`config.mk`:
```
export PLATFORM = sky130hd
export DESIGN_NAME = rop3_word_path
export DESIGN_NICKNAME = d
export VERILOG_FILES = /design/src/rtl/rop3_pkg.sv /design/src/rtl/rop3_edge_mask.sv /design/src/rtl/rop3_shift.sv /design/src/rtl/rop3_truth.sv /design/src/rtl/rop3_word_path.sv
export SDC_FILE = /design/constraint.sdc
export NUM_CORES = 1
export LEC_CHECK = 0
export BUFFER_PORTS_ARGS = -buffer_cell sky130_fd_sc_hd__buf_2
export CORE_ASPECT_RATIO = 2
export CORE_MARGIN = 1.5
export CORE_UTILIZATION = 59
export CTS_CLUSTER_DIAMETER = 60
export DETAILED_ROUTE_END_ITERATION = 7
export PLACE_DENSITY_LB_ADDON = 0.12
export SETUP_SLACK_MARGIN = 0.15
export SLEW_MARGIN = 20
export SYNTH_ARGS = -nofsm -noshare
export SYNTH_HDL_FRONTEND = slang
export SYNTH_SLANG_ARGS = --single-unit
```
`constraint.sdc`:
```
create_clock -name clk -period 3.3 [get_ports clk]
set_input_delay 0.165 -clock clk [delete_from_list [all_inputs] [get_ports clk]]
set_output_delay 0.165 -clock clk [all_outputs]
set_load 0.02 [all_outputs]
```
`src/rtl/rop3_pkg.sv`:
```
package rop3_pkg;
   localparam int unsigned SHIFT_CH = 2;
   localparam int unsigned CH_MASK  = 0;
   localparam int unsigned CH_IMG   = 1;
   localparam logic [7:0] FN_CLEAR  = 8'h00;
   localparam logic [7:0] FN_SET    = 8'hFF;
   localparam logic [7:0] FN_PASS_A = 8'hF0;
   localparam logic [7:0] FN_PASS_B = 8'hCC;
   localparam logic [7:0] FN_PASS_C = 8'hAA;
   localparam logic [7:0] FN_STENCIL = 8'hCA;
endpackage

```
`src/rtl/rop3_edge_mask.sv`:
```
module rop3_edge_mask #(
   parameter int unsigned W = 16
) (
   input  logic         enable,
   input  logic [W-1:0] fetched,
   input  logic [W-1:0] constant,
   input  logic         head,
   input  logic         tail,
   input  logic [W-1:0] head_mask,
   input  logic [W-1:0] tail_mask,
   output logic [W-1:0] trimmed
);
   logic [W-1:0] chosen;
   logic [W-1:0] head_gate;
   logic [W-1:0] tail_gate;

   always_comb begin
      chosen    = enable ? fetched : constant;
      head_gate = head ? head_mask : {W{1'b1}};
      tail_gate = tail ? tail_mask : {W{1'b1}};
      trimmed   = chosen & head_gate & tail_gate;
   end
endmodule

```
`src/rtl/rop3_shift.sv`:
```
module rop3_shift #(
   parameter int unsigned W   = 16,
   localparam int unsigned SHW = $clog2(W)
) (
   input  logic [W-1:0]   cur,
   input  logic [W-1:0]   prev,
   input  logic [SHW-1:0] amt,
   input  logic           left,
   input  logic           row_start,
   output logic [W-1:0]   result
);
   logic [W-1:0]   carry;
   logic [2*W-1:0] right_cat;
   logic [2*W-1:0] left_cat;

   always_comb begin
      carry     = row_start ? '0 : prev;
      right_cat = {carry, cur} >> amt;
      left_cat  = {cur, carry} << amt;
      if (left)
         result = left_cat[2*W-1:W];
      else
         result = right_cat[W-1:0];
   end

   logic unused_bits;
   assign unused_bits = ^{right_cat[2*W-1:W], left_cat[W-1:0]};
endmodule

```
`src/rtl/rop3_truth.sv`:
```
module rop3_truth #(
   parameter int unsigned W = 16
) (
   input  logic [7:0]   table_bits,
   input  logic [W-1:0] a,
   input  logic [W-1:0] b,
   input  logic [W-1:0] c,
   output logic [W-1:0] d
);
   for (genvar i = 0; i < W; i++) begin : g_bit
      assign d[i] = table_bits[{a[i], b[i], c[i]}];
   end
endmodule

```
`src/rtl/rop3_word_path.sv`:
```
module rop3_word_path
   import rop3_pkg::*;
#(
   parameter int unsigned W   = 16,
   localparam int unsigned SHW = $clog2(W)
) (
   input  logic           clk,
   input  logic           rst_n,
   input  logic           in_valid,
   output logic           in_ready,
   input  logic           first_word,
   input  logic           last_word,
   input  logic           descend,
   input  logic [7:0]     func,
   input  logic           use_a,
   input  logic           use_b,
   input  logic           use_c,
   input  logic [W-1:0]   hold_a,
   input  logic [W-1:0]   hold_b,
   input  logic [W-1:0]   hold_c,
   input  logic [W-1:0]   a_word,
   input  logic [W-1:0]   b_word,
   input  logic [W-1:0]   c_word,
   input  logic [SHW-1:0] a_shift,
   input  logic [SHW-1:0] b_shift,
   input  logic [W-1:0]   first_mask,
   input  logic [W-1:0]   last_mask,
   output logic           out_valid,
   input  logic           out_ready,
   output logic [W-1:0]   d_word
);
   initial begin : elab_chk
      assert (W >= 2 && (W & (W - 1)) == 0)
         else $error("rop3_word_path: W must be a power of two, at least 2");
   end

   logic           take;
   logic [W-1:0]   src_raw  [SHIFT_CH];
   logic [W-1:0]   src_prev [SHIFT_CH];
   logic [W-1:0]   src_out  [SHIFT_CH];
   logic [SHW-1:0] src_amt  [SHIFT_CH];
   logic [W-1:0]   c_eff;
   logic [W-1:0]   d_next;

   assign in_ready = !out_valid || out_ready;
   assign take     = in_valid && in_ready;

   rop3_edge_mask #(.W(W)) u_mask_a (
      .enable   (use_a),
      .fetched  (a_word),
      .constant (hold_a),
      .head     (first_word),
      .tail     (last_word),
      .head_mask(first_mask),
      .tail_mask(last_mask),
      .trimmed  (src_raw[CH_MASK])
   );

   assign src_raw[CH_IMG]  = use_b ? b_word : hold_b;
   assign src_amt[CH_MASK] = a_shift;
   assign src_amt[CH_IMG]  = b_shift;
   assign c_eff            = use_c ? c_word : hold_c;

   for (genvar k = 0; k < SHIFT_CH; k++) begin : g_chan
      always_ff @(posedge clk) begin
         if (!rst_n)
            src_prev[k] <= '0;
         else if (take)
            src_prev[k] <= src_raw[k];
      end

      rop3_shift #(.W(W)) u_shift (
         .cur      (src_raw[k]),
         .prev     (src_prev[k]),
         .amt      (src_amt[k]),
         .left     (descend),
         .row_start(first_word),
         .result   (src_out[k])
      );
   end

   rop3_truth #(.W(W)) u_truth (
      .table_bits(func),
      .a         (src_out[CH_MASK]),
      .b         (src_out[CH_IMG]),
      .c         (c_eff),
      .d         (d_next)
   );

   always_ff @(posedge clk) begin
      if (!rst_n) begin
         out_valid <= 1'b0;
         d_word    <= '0;
      end else if (take) begin
         out_valid <= 1'b1;
         d_word    <= d_next;
      end else if (out_ready) begin
         out_valid <= 1'b0;
      end
   end
endmodule

```
Yosys cells after proc, flatten, opt, wreduce, memory -nomap -nowiden

Memories as Yosys holds them, arrays and structs flattened.
Cells that the tools add are included.

Multipliers: 0
Equality and inequality tests: 0
Add/subtract/negate cells: 0
Mux-type cells: 49
Magnitude comparators: 16
Bitwise gates (word level): 4
Div/mod/pow operators: 0
Reductions and logical operators: 4
Shift operators: 4

Operator list:

| cell                 | number |
|---|---|
| $mux W16             | 11 |
| $lt A3 B4 Y1 const B | 16 |
| $shl A32 B4 Y32      | 2 |
| $shr A32 B4 Y16      | 2 |
| $bmux W1 S3          | 16 |
| $and A16 B16 Y16     | 2 |
| $mux W1              | 22 |
| $or A1 B1 Y1         | 2 |
| $reduce_bool A2 Y1   | 1 |
| $logic_and A1 B1 Y1  | 1 |
| $logic_not A1 Y1     | 1 |
| $logic_or A1 B1 Y1   | 1 |

Flip-flop bits (word level): 17
Memories: 1
Memory bits (read-only): 0
Output and inout port bits: 18
Bits in writable memories: 32
Latch bits: 0

Memories:

| memory   | words | width | read ports | clocked after Yosys merged registers in | wr ports | line                 | text |
|---|---|---|---|---|---|---|---|
| src_prev | 2     | 16    | 2          | 0                                       | 2        | rop3_word_path.sv:39 | `logic [W-1:0] src_prev [SHIFT_CH];` |

Logic depth before layout (Yosys ltp)

Depth in word-level cells: 7
Mapped depth: 13

Cells and area by module

From an unflattened synthesis, not the netlist that was laid out.

Cells, all modules: 877
Area, all modules: 9100.0 um^2

By module, submodules not included:

| module         | times used | area each (um^2) | cells each | sequential area each (um^2) |
|---|---|---|---|---|
| rop3_shift     | 2          | 2660.1           | 303        | 0.0 |
| rop3_word_path | 1          | 2142.1           | 145        | 1301.2 |
| rop3_truth     | 1          | 1094.8           | 56         | 0.0 |
| rop3_edge_mask | 1          | 543.0            | 70         | 0.0 |

Worst setup path before layout

Ideal clock, no wire load.

Kind: input -> register
Start: input b_shift[0]
End: register d_word[4]
Stages on the path: 10
Data arrival time: 2605 ps
Required time: 3183 ps
Buffers on the path: 3
Setup slack: 578 ps
Cells stage by stage: buf_6 > buf_8 > buf_6 > mux4_2 > mux4_2 > a22oi_1 > mux4_2 > mux2i_1 > mux2i_1 > a22o_1

Longest elaborated chain between the ends: 4

RTL lines:

| element                                            | line                               | text |
|---|---|---|
| start: declaration                                 | rop3_word_path.sv:25               | `input logic [SHW-1:0] b_shift,` |
| $shr A32 B4 Y16 or $shl A32 B4 Y32 (tied branches) | rop3_shift.sv:18, rop3_shift.sv:19 |  |
| $mux W16 *                                         | rop3_shift.sv:20                   | `if (left)` |
| $bmux W1 S3 *                                      | rop3_truth.sv:11                   | `assign d[i] = table_bits[{a[i], b[i], c[i]}];` |
| $mux W1 (not written as such) *                    | rop3_truth.sv:11                   |  |
| end signal: assignment                             | rop3_word_path.sv:96               | `d_word <= d_next;` |
| end: declaration                                   | rop3_word_path.sv:30               | `output logic [W-1:0] d_word` |

Mark *: on every way between the ends. The rest lies on a longest branch, timed or not. The select of a mux whose other input is x is not followed.
A chain may end at the register's enable or synchronous reset.

==> impl_summary.md <==
Job
The number of maximum-capacitance constraint violations is 0.

Clock tree
The root buffer cell chosen for the clock tree is sky130_fd_sc_hd__clkbuf_16. The register clock-pin slew on the reported worst setup and hold paths is 90 ps. The tree built by TritonCTS fans out to 49 sinks. For the worst-skew pair, the clock arrives at the later sink with an insertion delay of 320 ps. The number of setup buffers added after CTS is 0. The clock buffer count from CTS is 5. The hold-fix buffer count after cts is 0.

The H-tree was split into 2 levels. The clock tree from TritonCTS is built. The largest buffer count on any clock path is 2. In this run, post-CTS repair resized a total of 0 instances.

Route
The length of the first detailed-routing pass in iterations is 5. The violation count after the first detailed-routing iteration is approximately 1,000. The per-cell routed wire length is 30.6 µm. The final layout contains routed wiring with a total length of approximately 41 mm.

For this run, design rule violations remaining after detail routing come to 0. The count of antenna-violating nets left after detailed routing is 0. Detailed routing inserted a total of around 10,000 vias. The via density per instance is 7.64.

Critical path
Along the worst path, the maximum fanout reaches 7. The critical path capture point type is a flop. Data arrives at the worst endpoint at 3140 ps. The worst setup path is of the flop to flop kind.

Data on the critical path is required at its endpoint by about 3500 ps. By instance count, the cell type seen most on the critical path is sky130_fd_sc_hd__mux4_2. Traced cell by cell, the critical path runs through mux4_2 > and3_1 > a221oi_1 > buf_4 > o32a_2 > o211ai_1 > mux4_2 > mux2i_1 > o21ai_1. The slowest stage of the critical path belongs to the cell sky130_fd_sc_hd__mux4_2.

The worst setup path is launched from a flop. On the worst path, the slowest cell contributes a delay of 530 ps.

STA
Setup violations remaining at the end of the flow were counted as 0. The number of slew-limit violations in the final report was 0. The final critical path time including I/O delays and setup is 2930 ps. Dividing the final minimum period by the clock period gives 0.889. Final hold analysis gives a worst-case slack of 104 ps. The largest clock skew in the final design is between 15 and 20 ps. The count of endpoints failing hold in the final timing report is 0. Derived from the worst setup path, the maximum achievable clock frequency is roughly 340 MHz.

The headroom to the max-slew limit is 0.375. The actual transition at the worst max-transition pin is 927 ps. Summed over all failing endpoints, the final setup total negative slack is 0 ps. The smallest setup slack after layout is 367 ps. Setup repair after global routing could not meet its margin everywhere.

Placement
OpenSTA, run right after detailed placement, puts the worst setup slack at about 120 ps. Detailed placement finished with a half-perimeter wire length of 31.3 mm. The routability congestion estimate from global placement is 1.05. The count of input and output buffers is 171.

Die
The die span in y is 188 µm. The core area is 16,800 µm². The I/O pin total is approximately 170.

The effective utilization at floorplan is 0.602. The die width is 95.5 µm. The floorplan step defined a die boundary enclosing 18,000 µm². The number of core rows is 67.

Logic synthesis
The mapped netlist covers 10,100 µm². The net count of the mapped netlist is ~1,200. In this run, synthesis produced a sequential element count of 49.

Counting flops with an async set or reset pin after synthesis yields a share of 0. The part of the Yosys area used for sequential elements is 0.129. The number of warning messages in the yosys log is 0.

The main flop type after synthesis is sky130_fd_sc_hd__edfxtp_1. The number of different library cells used by synthesis comes to 71. The mean instance size in the synthesized netlist is 10.1 µm². The number of cells produced by synthesis is between 900 and 1,000. The synthesized design contains 32 enable-type register cells.

Power
Of the total power, the share spent switching nets is 0.429. The sequential share of power is 0.242. Across the VDD grid, the largest voltage drop is 222 µV.

After layout, the design draws a total of 0.00324 W. The internal power is 0.00185 W. Of the total power, combinational logic draws 0.588.

In this run the power spent charging and discharging nets is 0.00139 W. For this design the static power due to leakage is 4.67 nW. Of the total power, the clock network draws 0.171. The power per cell area is 283 nW/µm².

Global routing
Global routing finished with a remaining overflow of 0. The via count of the first global-routing pass is 10,300. For this run, the total global-route usage over all layers was measured as 0.483. The number of antenna violations at the first check in global routing is 0. The first global-routing pass estimated 62.6 mm of wire. Entering global routing, the biggest net connects 43 pins.

Layout
The layout has 1,350 filler cells. The area growth from synthesis to layout is 13.3%. The number of nets at the end of the flow is 1,298.

The library cells used most frequently in the layout, excluding fill and tap cells, are sky130_fd_sc_hd__buf_2, sky130_fd_sc_hd__mux2i_1, sky130_fd_sc_hd__mux4_2. The antenna diode count is 0. The most common cell after layout, fill and taps aside is sky130_fd_sc_hd__buf_2. The fraction of layout instances using a drive strength above 1 is 0.390.

Worst hold path
The path category of the worst min-delay check is primary input to flop.

Outcome
The flow ran to the end, and the final reports show no timing, DRC or antenna violations.
==> through the flow <==
stage | util | cell area, µm² | instances
2_1_floorplan | - | 10100 | 999
3_3_place_gp | 0.674 | 11300 | 1344
3_5_place_dp | 0.674 | 11300 | 1344
4_1_cts | 0.682 | 11400 | 1352
5_1_grt | 0.683 | 11400 | 1352
6_report | 0.683 | 11400 | 1352
==> cells by family (layout without fill, tap and decap cells) <==
| family | Yosys count | in the layout | synth area share |
|---|---|---|---|
| mux | 337 | 337 | 0.527 |
| simple gates | 245 | 245 | 0.112 |
| compound gates | 239 | 239 | 0.171 |
| buf+inv | 129 | 275 | 0.0608 |
| flops | 49 | 49 | 0.129 |
==> area by class of cell <==
| class | count | area, µm² | area share |
|---|---|---|---|
| Clock buffer | 5 | 125 | 0.0109 |
| Clock inverter | 3 | 20.0 | 0.00175 |
| Inverter | 18 | 67.6 | 0.00590 |
| Multi-Input combinational cell | 821 | 8190 | 0.716 |
| Sequential cell | 49 | 1300 | 0.114 |
| Tap cell | 207 | 259 | 0.0226 |
| Timing Repair Buffer | 249 | 1480 | 0.129 |
==> sequential cells by signal, indices dropped and copies added (netlist names) <==
name / flops
src_prev: 32
d_word: 16
out_valid: 1
==> cell usage after synthesis (6+ instances only) <==
master | instances | area (µm²)
sky130_fd_sc_hd__o21ai_0 | 42 | 210
sky130_fd_sc_hd__and3_1 | 7 | 43.8
sky130_fd_sc_hd__a2111oi_0 | 6 | 52.6
sky130_fd_sc_hd__and2_1 | 18 | 113
sky130_fd_sc_hd__nor2b_1 | 17 | 106
sky130_fd_sc_hd__buf_6 | 6 | 67.6
sky130_fd_sc_hd__a221oi_1 | 6 | 52.6
sky130_fd_sc_hd__a22oi_1 | 8 | 60.1
sky130_fd_sc_hd__edfxtp_1 | 32 | 961
sky130_fd_sc_hd__a211oi_1 | 14 | 105
sky130_fd_sc_hd__o221ai_1 | 9 | 78.8
sky130_fd_sc_hd__a31oi_1 | 10 | 62.6
sky130_fd_sc_hd__a22o_1 | 6 | 52.6
sky130_fd_sc_hd__buf_1 | 10 | 37.5
sky130_fd_sc_hd__nand2_1 | 59 | 221
sky130_fd_sc_hd__o221a_2 | 11 | 124
sky130_fd_sc_hd__mux4_1 | 8 | 210
sky130_fd_sc_hd__nand3_1 | 13 | 65.1
sky130_fd_sc_hd__mux2_2 | 31 | 349
sky130_fd_sc_hd__dfxtp_1 | 17 | 340
sky130_fd_sc_hd__mux4_2 | 141 | 3180
sky130_fd_sc_hd__mux2_1 | 6 | 67.6
sky130_fd_sc_hd__inv_1 | 14 | 52.6
sky130_fd_sc_hd__clkbuf_1 | 57 | 214
sky130_fd_sc_hd__o211ai_1 | 15 | 113
sky130_fd_sc_hd__nor2_1 | 91 | 342
sky130_fd_sc_hd__buf_2 | 31 | 155
sky130_fd_sc_hd__mux2i_1 | 150 | 1500
sky130_fd_sc_hd__a221o_1 | 7 | 70.1
sky130_fd_sc_hd__nor3_1 | 19 | 95.1
sky130_fd_sc_hd__a21oi_1 | 39 | 195
==> final timing paths <==
check | from | to | slack, ps | cells past startpoint
worst min register to register | d_word[14]$_SDFFE_PN0P_ | d_word[14]$_SDFFE_PN0P_ | 450 | 2
worst max-delay path | src_prev[1][4]$_SDFFCE_PN0P_ | d_word[14]$_SDFFE_PN0P_ | 370 | 9
worst max register to register | src_prev[1][4]$_SDFFCE_PN0P_ | d_word[14]$_SDFFE_PN0P_ | 370 | 9
worst min-delay path | in_valid | out_valid$_SDFFE_PN0P_ | 100 | 3
==> critical path, delay by kind of cell (launching register included) <==
kind,cells,cell delay (ps)
mux,3,1240
buf+inv,1,170
compound gates,4,730
simple gates,1,200
flops,1,480
==> power by group through the flow <==
stage | clock, W | combinational [W] | sequential [W]
after floorplan | 0 | 0.00119 | 0.000800
after global placement | 0 | 0.00181 | 0.000789
after detailed placement | 0 | 0.00182 | 0.000792
after CTS | 0.000550 | 0.00183 | 0.000778
after global routing | 0.000572 | 0.00200 | 0.000790
final | 0.000553 | 0.00191 | 0.000784
==> layer usage <==
metal	up-vias	wire, µm	track usage	part of all wire
li1	4358	-	-	-
met1	4966	11800	0.471	0.28
met2	743	20600	0.783	0.50
met3	264	3690	0.134	0.089
met4	0	5300	0.466	0.13
met5	-	0	0	0
Note: power is estimated with default switching activity, not from simulation.
